## config.mk

```make
export PLATFORM = sky130hd
export DESIGN_NAME = bor_rstseq
export DESIGN_NICKNAME = d
export VERILOG_FILES = /design/src/rtl/bor_pkg.sv /design/src/rtl/bor_sync.sv /design/src/rtl/bor_seq.sv /design/src/rtl/bor_regs.sv /design/src/rtl/bor_rstseq.sv
export SDC_FILE = /design/constraint.sdc
export NUM_CORES = 1
export LEC_CHECK = 0
export ABC_AREA = 1
export BUFFER_PORTS_ARGS = -buffer_cell sky130_fd_sc_hd__buf_2
export CORE_UTILIZATION = 55
export CTS_CLUSTER_SIZE = 14
export DETAILED_ROUTE_END_ITERATION = 6
export PLACE_DENSITY = 0.81
export SLEW_MARGIN = 25
export SYNTH_ARGS = -nofsm -noshare
export SYNTH_HDL_FRONTEND = slang
export SYNTH_SLANG_ARGS = --single-unit
```

## constraint.sdc

```tcl
create_clock -name clk_i -period 4.1 [get_ports clk_i]
set_clock_uncertainty 0.15 [all_clocks]
set_input_delay 0.41 -clock clk_i [delete_from_list [all_inputs] [get_ports clk_i]]
set_output_delay 0.41 -clock clk_i [all_outputs]
set_load 0.01 [all_outputs]
```

## src/rtl/bor_pkg.sv

```systemverilog
package bor_pkg;

    typedef enum logic [1:0] {
        CLK_DIV1 = 2'd0,
        CLK_DIV2 = 2'd1,
        CLK_DIV4 = 2'd2,
        CLK_DIV8 = 2'd3
    } clk_sel_e;

    typedef enum logic {
        SEQ_FULL = 1'b0,
        SEQ_PART = 1'b1
    } seq_kind_e;

    typedef struct packed {
        logic lvl1;
        logic lvl0;
        logic warm;
    } cause_t;

    function automatic int unsigned max_u(int unsigned a, int unsigned b);
        return (a > b) ? a : b;
    endfunction

endpackage

```

## src/rtl/bor_sync.sv

```systemverilog
module bor_sync #(
    parameter int N = 2
) (
    input  logic         clk_i,
    input  logic         rst_i,
    input  logic [N-1:0] d_i,
    output logic [N-1:0] q_o
);
    for (genvar i = 0; i < N; i++) begin : g_bit
        logic s1_q, s2_q;
        always_ff @(posedge clk_i) begin
            if (rst_i) begin
                s1_q <= 1'b0;
                s2_q <= 1'b0;
            end else begin
                s1_q <= d_i[i];
                s2_q <= s1_q;
            end
        end
        assign q_o[i] = s2_q;
    end
endmodule

```

## src/rtl/bor_seq.sv

```systemverilog
module bor_seq
    import bor_pkg::*;
#(
    parameter int CNT_W       = 8,
    parameter int LVL0_CYCLES = 32
) (
    input  logic             clk_i,
    input  logic             rst_i,
    input  logic             hold_full_i,
    input  logic             hold_part_i,
    input  logic [CNT_W-1:0] part_limit_i,
    output logic             active_o,
    output logic             full_o
);
    localparam logic [CNT_W-1:0] FULL_LIM = CNT_W'(LVL0_CYCLES);

    seq_kind_e        kind_q;
    logic             active_q;
    logic [CNT_W-1:0] cnt_q;
    logic [CNT_W-1:0] lim;

    assign lim = (kind_q == SEQ_FULL) ? FULL_LIM : part_limit_i;

    always_ff @(posedge clk_i) begin
        if (rst_i || hold_full_i) begin
            active_q <= 1'b1;
            kind_q   <= SEQ_FULL;
            cnt_q    <= '0;
        end else if (hold_part_i) begin
            active_q <= 1'b1;
            kind_q   <= (active_q && kind_q == SEQ_FULL) ? SEQ_FULL : SEQ_PART;
            cnt_q    <= '0;
        end else if (active_q) begin
            if (cnt_q == lim - 1'b1) begin
                active_q <= 1'b0;
                cnt_q    <= '0;
            end else begin
                cnt_q <= cnt_q + 1'b1;
            end
        end
    end

    assign active_o = active_q;
    assign full_o   = active_q && (kind_q == SEQ_FULL);
endmodule

```

## src/rtl/bor_regs.sv

```systemverilog
module bor_regs
    import bor_pkg::*;
#(
    parameter int DLY_W       = 8,
    parameter int DLY_DEFAULT = 32
) (
    input  logic             clk_i,
    input  logic             rst_i,
    input  logic             hold_full_i,
    input  logic             hold_part_i,
    input  logic             wr_ok_i,
    input  logic             sw_mode_we,
    input  logic [1:0]       sw_mode_d,
    input  logic             sw_en_we,
    input  logic             sw_en_d,
    input  logic             sw_dly_we,
    input  logic [DLY_W-1:0] sw_dly_d,
    input  logic             sw_clk_we,
    input  logic [1:0]       sw_clk_d,
    input  logic             sw_warm_set,
    input  logic [1:0]       sw_flag_clr,
    output logic [1:0]       mode_o,
    output logic             lvl1_en_o,
    output logic [DLY_W-1:0] dly_o,
    output clk_sel_e         clk_sel_o,
    output cause_t           cause_o
);
    always_ff @(posedge clk_i) begin
        if (rst_i || hold_full_i) begin
            mode_o       <= 2'b00;
            lvl1_en_o    <= 1'b0;
            dly_o        <= DLY_W'(DLY_DEFAULT);
            clk_sel_o    <= CLK_DIV8;
            cause_o.warm <= 1'b0;
            cause_o.lvl0 <= !rst_i;
            cause_o.lvl1 <= 1'b0;
        end else if (hold_part_i) begin
            cause_o.lvl1 <= 1'b1;
            clk_sel_o    <= CLK_DIV8;
        end else if (wr_ok_i) begin
            if (sw_mode_we) mode_o    <= sw_mode_d;
            if (sw_en_we)   lvl1_en_o <= sw_en_d;
            if (sw_dly_we)  dly_o     <= sw_dly_d;
            if (sw_clk_we)  clk_sel_o <= clk_sel_e'(sw_clk_d);
            if (sw_warm_set)    cause_o.warm <= 1'b1;
            if (sw_flag_clr[0]) cause_o.lvl0 <= 1'b0;
            if (sw_flag_clr[1]) cause_o.lvl1 <= 1'b0;
        end
    end
endmodule

```

## src/rtl/bor_rstseq.sv

```systemverilog
module bor_rstseq
    import bor_pkg::*;
#(
    parameter int DLY_W       = 8,
    parameter int DLY_DEFAULT = 32,
    parameter int LVL0_CYCLES = 32
) (
    input  logic             clk_i,
    input  logic             rst_i,
    input  logic             lvl0_cmp_i,
    input  logic             lvl1_cmp_i,
    input  logic             sw_mode_we,
    input  logic [1:0]       sw_mode_d,
    input  logic             sw_en_we,
    input  logic             sw_en_d,
    input  logic             sw_dly_we,
    input  logic [DLY_W-1:0] sw_dly_d,
    input  logic             sw_clk_we,
    input  logic [1:0]       sw_clk_d,
    input  logic             sw_warm_set,
    input  logic [1:0]       sw_flag_clr,
    output logic             sys_rst_o,
    output logic             mode_rst_o,
    output logic [1:0]       clk_sel_o,
    output logic [1:0]       mode_o,
    output logic             lvl1_en_o,
    output logic [2:0]       cause_o
);
    localparam int CNT_W = max_u(DLY_W, $clog2(LVL0_CYCLES + 1));

    logic [1:0]       cmp_s;
    logic             hold_full, hold_part;
    logic             active, full_active;
    logic [DLY_W-1:0] dly_q, dly_eff;
    clk_sel_e         clk_sel;
    cause_t           cause;

    bor_sync #(.N(2)) u_sync (
        .clk_i (clk_i),
        .rst_i (rst_i),
        .d_i   ({lvl1_cmp_i, lvl0_cmp_i}),
        .q_o   (cmp_s)
    );

    assign hold_full = cmp_s[0];
    assign hold_part = cmp_s[1] && lvl1_en_o && !cmp_s[0];
    assign dly_eff   = (dly_q == '0) ? DLY_W'(1) : dly_q;

    bor_seq #(.CNT_W(CNT_W), .LVL0_CYCLES(LVL0_CYCLES)) u_seq (
        .clk_i        (clk_i),
        .rst_i        (rst_i),
        .hold_full_i  (hold_full),
        .hold_part_i  (hold_part),
        .part_limit_i (CNT_W'(dly_eff)),
        .active_o     (active),
        .full_o       (full_active)
    );

    assign sys_rst_o  = active || lvl0_cmp_i || (lvl1_cmp_i && lvl1_en_o);
    assign mode_rst_o = full_active || lvl0_cmp_i;

    bor_regs #(.DLY_W(DLY_W), .DLY_DEFAULT(DLY_DEFAULT)) u_regs (
        .clk_i       (clk_i),
        .rst_i       (rst_i),
        .hold_full_i (hold_full),
        .hold_part_i (hold_part),
        .wr_ok_i     (!sys_rst_o),
        .sw_mode_we  (sw_mode_we),
        .sw_mode_d   (sw_mode_d),
        .sw_en_we    (sw_en_we),
        .sw_en_d     (sw_en_d),
        .sw_dly_we   (sw_dly_we),
        .sw_dly_d    (sw_dly_d),
        .sw_clk_we   (sw_clk_we),
        .sw_clk_d    (sw_clk_d),
        .sw_warm_set (sw_warm_set),
        .sw_flag_clr (sw_flag_clr),
        .mode_o      (mode_o),
        .lvl1_en_o   (lvl1_en_o),
        .dly_o       (dly_q),
        .clk_sel_o   (clk_sel),
        .cause_o     (cause)
    );

    assign clk_sel_o = clk_sel;
    assign cause_o   = cause;
endmodule

```

=== Word level (Yosys, flattened, before mapping) ===
Index checks and enable logic that the tools add are counted.

* Reductions and logical operators: 21
* Equality and inequality tests: 4
* Muxes and demuxes: 13
* Add/sub/neg operators: 2
* Bitwise logic cells: 3

{| class="wikitable"
|+ Operator list
! kind !! number
|-
| $mux W8 || 3
|-
| $reduce_and A3 Y1 || 5
|-
| $add A8 B1 Y8 const B || 1
|-
| $eq A8 B8 Y1 || 1
|-
| $logic_not A8 Y1 || 1
|-
| $sub A8 B1 Y8 const B || 1
|-
| $mux W1 || 7
|-
| $ne A2 B1 Y1 const B || 3
|-
| $logic_and A1 B1 Y1 || 4
|-
| $logic_or A1 B1 Y1 || 4
|-
| $mux W2 || 2
|-
| $reduce_and A2 Y1 || 2
|-
| $reduce_bool A2 Y1 || 2
|-
| $mux W3 || 1
|-
| $not A1 Y1 || 3
|-
| $logic_not A1 Y1 || 2
|-
| $reduce_or A2 Y1 || 1
|}

* Flip-flop bits (word level): 30
* Input bits: 24
* Word-level logic and storage cells: 57
* Output and inout bits: 10

=== Logic depth before layout (Yosys ltp) ===
* Depth after elaboration: 7
* Gate-level depth with buffers: 17
* Gate-level depth less buffers: 17

=== Cells and area by module ===
Synthesis repeated with hierarchy kept, for this count alone.

* Cells, all modules: 274
* Area total of the unflattened synthesis: 1,781.7 sq um

{| class="wikitable"
|+ Modules (own cells, without submodules)
! module !! cells an instance !! area each (sq um) !! sequential area each (sq um) !! instances
|-
| bor_seq || 140 || 887.1 || 200.2 || 1
|-
| bor_regs || 97 || 678.2 || 330.3 || 1
|-
| bor_sync || 14 || 125.1 || 80.1 || 1
|-
| bor_rstseq || 23 || 91.3 || 0.0 || 1
|}

=== Least setup slack after synthesis ===
No wires, ideal clock.

* Path type: register to register
* From: register u_regs.dly_o[4]
* To: register u_seq.cnt_q[4]
* Data arrival time: 1,777 ps
* Setup slack: 2,057 ps
* Period minus slack after synthesis: 2,043 ps
* Required time: 3,834 ps
* Buffers on the path: 0
* Cell stages (with the launch flop): 18
* Setup time: 116 ps
* Path through: dfxtp_1 > nor2_1 > nand2_1 > o21ai_2 > nand2_4 > ha_1 > inv_1 > nand2_1 > nand2_1 > nand2_1 > nand2_1 > nand3_1 > nor2_2 > nand2_1 > nor2_2 > nand3_2 > nand2_2 > nor2_1

* Word-level cells in the longest chain between the ends: 6

{| class="wikitable"
|+ RTL lines
! what !! RTL line !! RTL
|-
| from (decl) || bor_regs.sv:24 || <nowiki>output logic [DLY_W-1:0] dly_o,</nowiki>
|-
| from (signal assigned) || bor_regs.sv:32 || <nowiki>dly_o <= DLY_W'(DLY_DEFAULT);</nowiki>
|-
| from (signal assigned) || bor_regs.sv:43 || <nowiki>if (sw_dly_we) dly_o <= sw_dly_d;</nowiki>
|-
| $logic_not A8 Y1 || bor_rstseq.sv:47 || <nowiki>assign dly_eff = (dly_q == '0) ? DLY_W'(1) : dly_q;</nowiki>
|-
| $mux W8 * || bor_rstseq.sv:47 ||
|-
| $mux W8 * || bor_seq.sv:22 || <nowiki>assign lim = (kind_q == SEQ_FULL) ? FULL_LIM : part_limit_i;</nowiki>
|-
| $sub A8 B1 Y8 * || bor_seq.sv:34 || <nowiki>if (cnt_q == lim - 1'b1) begin</nowiki>
|-
| $eq A8 B8 Y1 * || bor_seq.sv:34 ||
|-
| $mux W8 * || bor_seq.sv:34 ||
|-
| to (signal assigned) || bor_seq.sv:38 || <nowiki>cnt_q <= cnt_q + 1'b1;</nowiki>
|-
| to (decl) || bor_seq.sv:19 || <nowiki>logic [CNT_W-1:0] cnt_q;</nowiki>
|}

Every way passes the cells marked *; elsewhere a longest branch is shown, timed or not.
A chain may end at the register's enable or synchronous reset.

=== Worst setup path in the final report ===
* From: register u_regs.dly_o[4]
* To: register u_seq.cnt_q[5]

Same word-level chain as after synthesis.

==> key figures <==
Floorplanning
  • Die outline height: approximately 55 um
  • I/O pin cnt: 34
  • Core Footprint: 0.00257 sq mm
  • Initial Utilization: 0.603
  • Cell row count: 18
  • Chip width: 55.0 um
  • Die area: 0.00303 sq mm

Clock tree
  • CTS root buf: clkbuf_4
  • CTS Buf Count: 5
  • Post-CTS setup repair buffer count: 0
  • Worst-skew pair later-pin latency: 0.33 ns
  • PostCTS Resize Cnt: 0
  • Clk sinks: 30
  • CTS tree: done
  • CTS Hold Bufs: 0
  • H-tree depth: 2
  • Clock transition at path regs: 0.10 ns
  • Clock buffer depth: 2

Drt
  • Drt pass-1 iters: 4
  • DRT antenna net count: 0
  • Wire per inst: 10.1 um
  • Residual DRC: 0
  • Drt first-iter violations: 21
  • Vias per cell: 4.96
  • WL final: just under 3000 um
  • Via count: 1,432

Yosys
  • Synthesized area: 0.00155 sq mm
  • Synth async-reset ratio: 0
  • Yosys reg bits: 30
  • EDFF count, synth: 1
  • Syn_nets: 247
  • Top cell type's share of synthesized area: 0.375
  • Synth unique cells: 27
  • Warnings, synthesis: 0
  • Top area cells in the synthesized netlist: dfxtp_1, nand2_1, inv_1
  • Cell with the most instances after synthesis: nand2_1
  • Dominant synthesized flop cell: dfxtp_1
  • Yosys top cell by area: dfxtp_1
  • Post-Syn Instances: 221
  • Sequential share of the synthesized area: 0.395
  • Most frequent cells after synthesis: nand2_1, inv_1, nor2_1, dfxtp_1, nand3_1
  • Synthesized area per cell: 7.00 sq um

Worst setup path
  • Worst Setup Start Kind: register
  • Worst Path Class, Setup: reg -> reg
  • Crit-path max FO: 8
  • Worst Path Arrival: 2.39 ns
  • Worst setup EP type: register
  • R2R Path Start: u_regs.dly_o[4]
  • Critical Path RT: 4.19 ns
  • Crit path from: u_regs.dly_o[4]

STA
  • Max-slew violations: 0
  • Period utilization: 0.561
  • # setup viols final: 0
  • RSZ-0062 raised after global routing: no
  • Setup TNS: 0 ns
  • Worst-Margin Slew: about 0.74 ns
  • Slew HR: 0.505
  • Achievable frequency: 435 MHz
  • Crit path time final: 2.30 ns
  • Final Hold Vio Count: 0

Global route
  • GRT Util Overall: 0.240
  • Number of antenna violations at the first check in global routing: 0
  • Global-route wire length before repair: 5040 um
  • Congestion Overflow GR: 0
  • Number of global-route vias before repair: ~1,200
  • Largest net degree at the start of global routing: 15

Outcome
  • Status: completed

Cells and area
  • ANT cells: 0
  • Share of cells above drive strength 1: 0.224
  • Post-layout nets: 284
  • Final Core Density: 0.696
  • Layout Area Growth over Synthesis: 15.5%

Power and ir drop
  • Total power: 515 uW
  • Leak: 0.000921 uW
  • VDD IR max: about 0.27 mV
  • Power density over the cells: 288 mW/mm^2

Hold path
  • Hold_sp: sw_flag_clr[1]
  • Hold Crit Class: in -> reg

Job
  • Max-cap violations: 0

Placement
  • RePlAce Congestion: 0.800
  • Input/output buffers: 33
  • Detailed-placement wirelength estimate: 2250 um
path summary, 6_finish.rpt:
kind	depth (start not counted)	slack (ns)	end
setup / recovery	17	1.80	u_seq.cnt_q[5]
hold / removal	2	0.11	u_regs.cause_o[2]
setup reg to reg	17	1.80	u_seq.cnt_q[5]
hold reg to reg	2	0.26	u_sync.g_bit[0].s2_q
metrics by stage:
stage / hold slack [ns] / cells / area, sq um / setup slack (ns)
2_1_floorplan: 0.238 / 221 / 1550 / 2.06
3_3_place_gp: 0.240 / 281 / 1730 / 1.91
3_5_place_dp: 0.250 / 281 / 1730 / 1.87
4_1_cts: 0.106 / 289 / 1790 / 1.79
5_1_grt: 0.113 / 289 / 1790 / 1.54
6_report: 0.114 / 289 / 1790 / 1.80
area by class of cell:
type	instances	area, sq um
Clock buffer	7	55.1
Clock inverter	1	5.00
Fill cell	240	779
Inverter	33	124
Multi-Input combinational cell	155	791
Sequential cell	30	611
Tap cell	30	37.5
Timing Repair Buffer	33	165
layout by cell type, fill, tap and decap left out, types with 4 or more instances in the layout:
| cell | synthesis | routed |
|---|---|---|
| nand2_1 | 54 | 54 |
| inv_1 | 33 | 33 |
| buf_2 | 0 | 33 |
| nor2_1 | 31 | 31 |
| dfxtp_1 | 29 | 29 |
| nand3_1 | 19 | 19 |
| o21ai_0 | 10 | 10 |
| xor2_1 | 8 | 8 |
| a21oi_1 | 7 | 7 |
| clkbuf_4 | 0 | 5 |
| nand2_2 | 4 | 4 |
state kept, by name, indices dropped and copies added, names as in the netlist:
register / count
u_sync.g_bit.s1_q: 2
u_regs.lvl1_en_o: 1
u_seq.cnt_q: 8
u_seq.kind_q: 1
u_regs.dly_o: 8
u_regs.clk_sel_o: 2
u_regs.cause_o: 3
u_regs.mode_o: 2
u_seq.active_o: 1
u_sync.g_bit.s2_q: 2
per-layer routing:
metal / global-route usage / part of all wire / vias to the layer above
li1: - / - / 763
met1: 0.294 / 0.47 / 635
met2: 0.382 / 0.46 / 28
met3: 0.0929 / 0.053 / 6
met4: 0.0875 / 0.017 / 0
met5: 0 / 0 / -
cells by family after synthesis:
group,Yosys count,synth area share
simple gates,121,0.352
buf+inv,36,0.0946
flops,30,0.395
compound gates,23,0.0865
xor+xnor,9,0.0558
fa+ha+maj,2,0.0162
report_power, final:
| group | leakage (uW) | internal [uW] | switching, uW |
|---|---|---|---|
| sequential | 0.000246 | 297 | 3.18 |
| clock | 0.0000353 | 83.0 | 100 |
| combinational | 0.000640 | 14.9 | 16.5 |
worst max-delay path: stages (launching register included):
cell and delay [ns]:
dfxtp_1 0.37, nor2_1 0.15, nand2_1 0.08, o21ai_2 0.20
nand2_4 0.10, ha_1 0.27, inv_1 0.06, nand2_1 0.06
nand2_1 0.06, nand2_1 0.05, nand2_1 0.05, nand3_1 0.08
nor2_2 0.08, nand2_1 0.07, nor2_2 0.10, nand3_2 0.13
nand4_1 0.11, inv_1 0.04
Power figures use the tool's default switching activity.
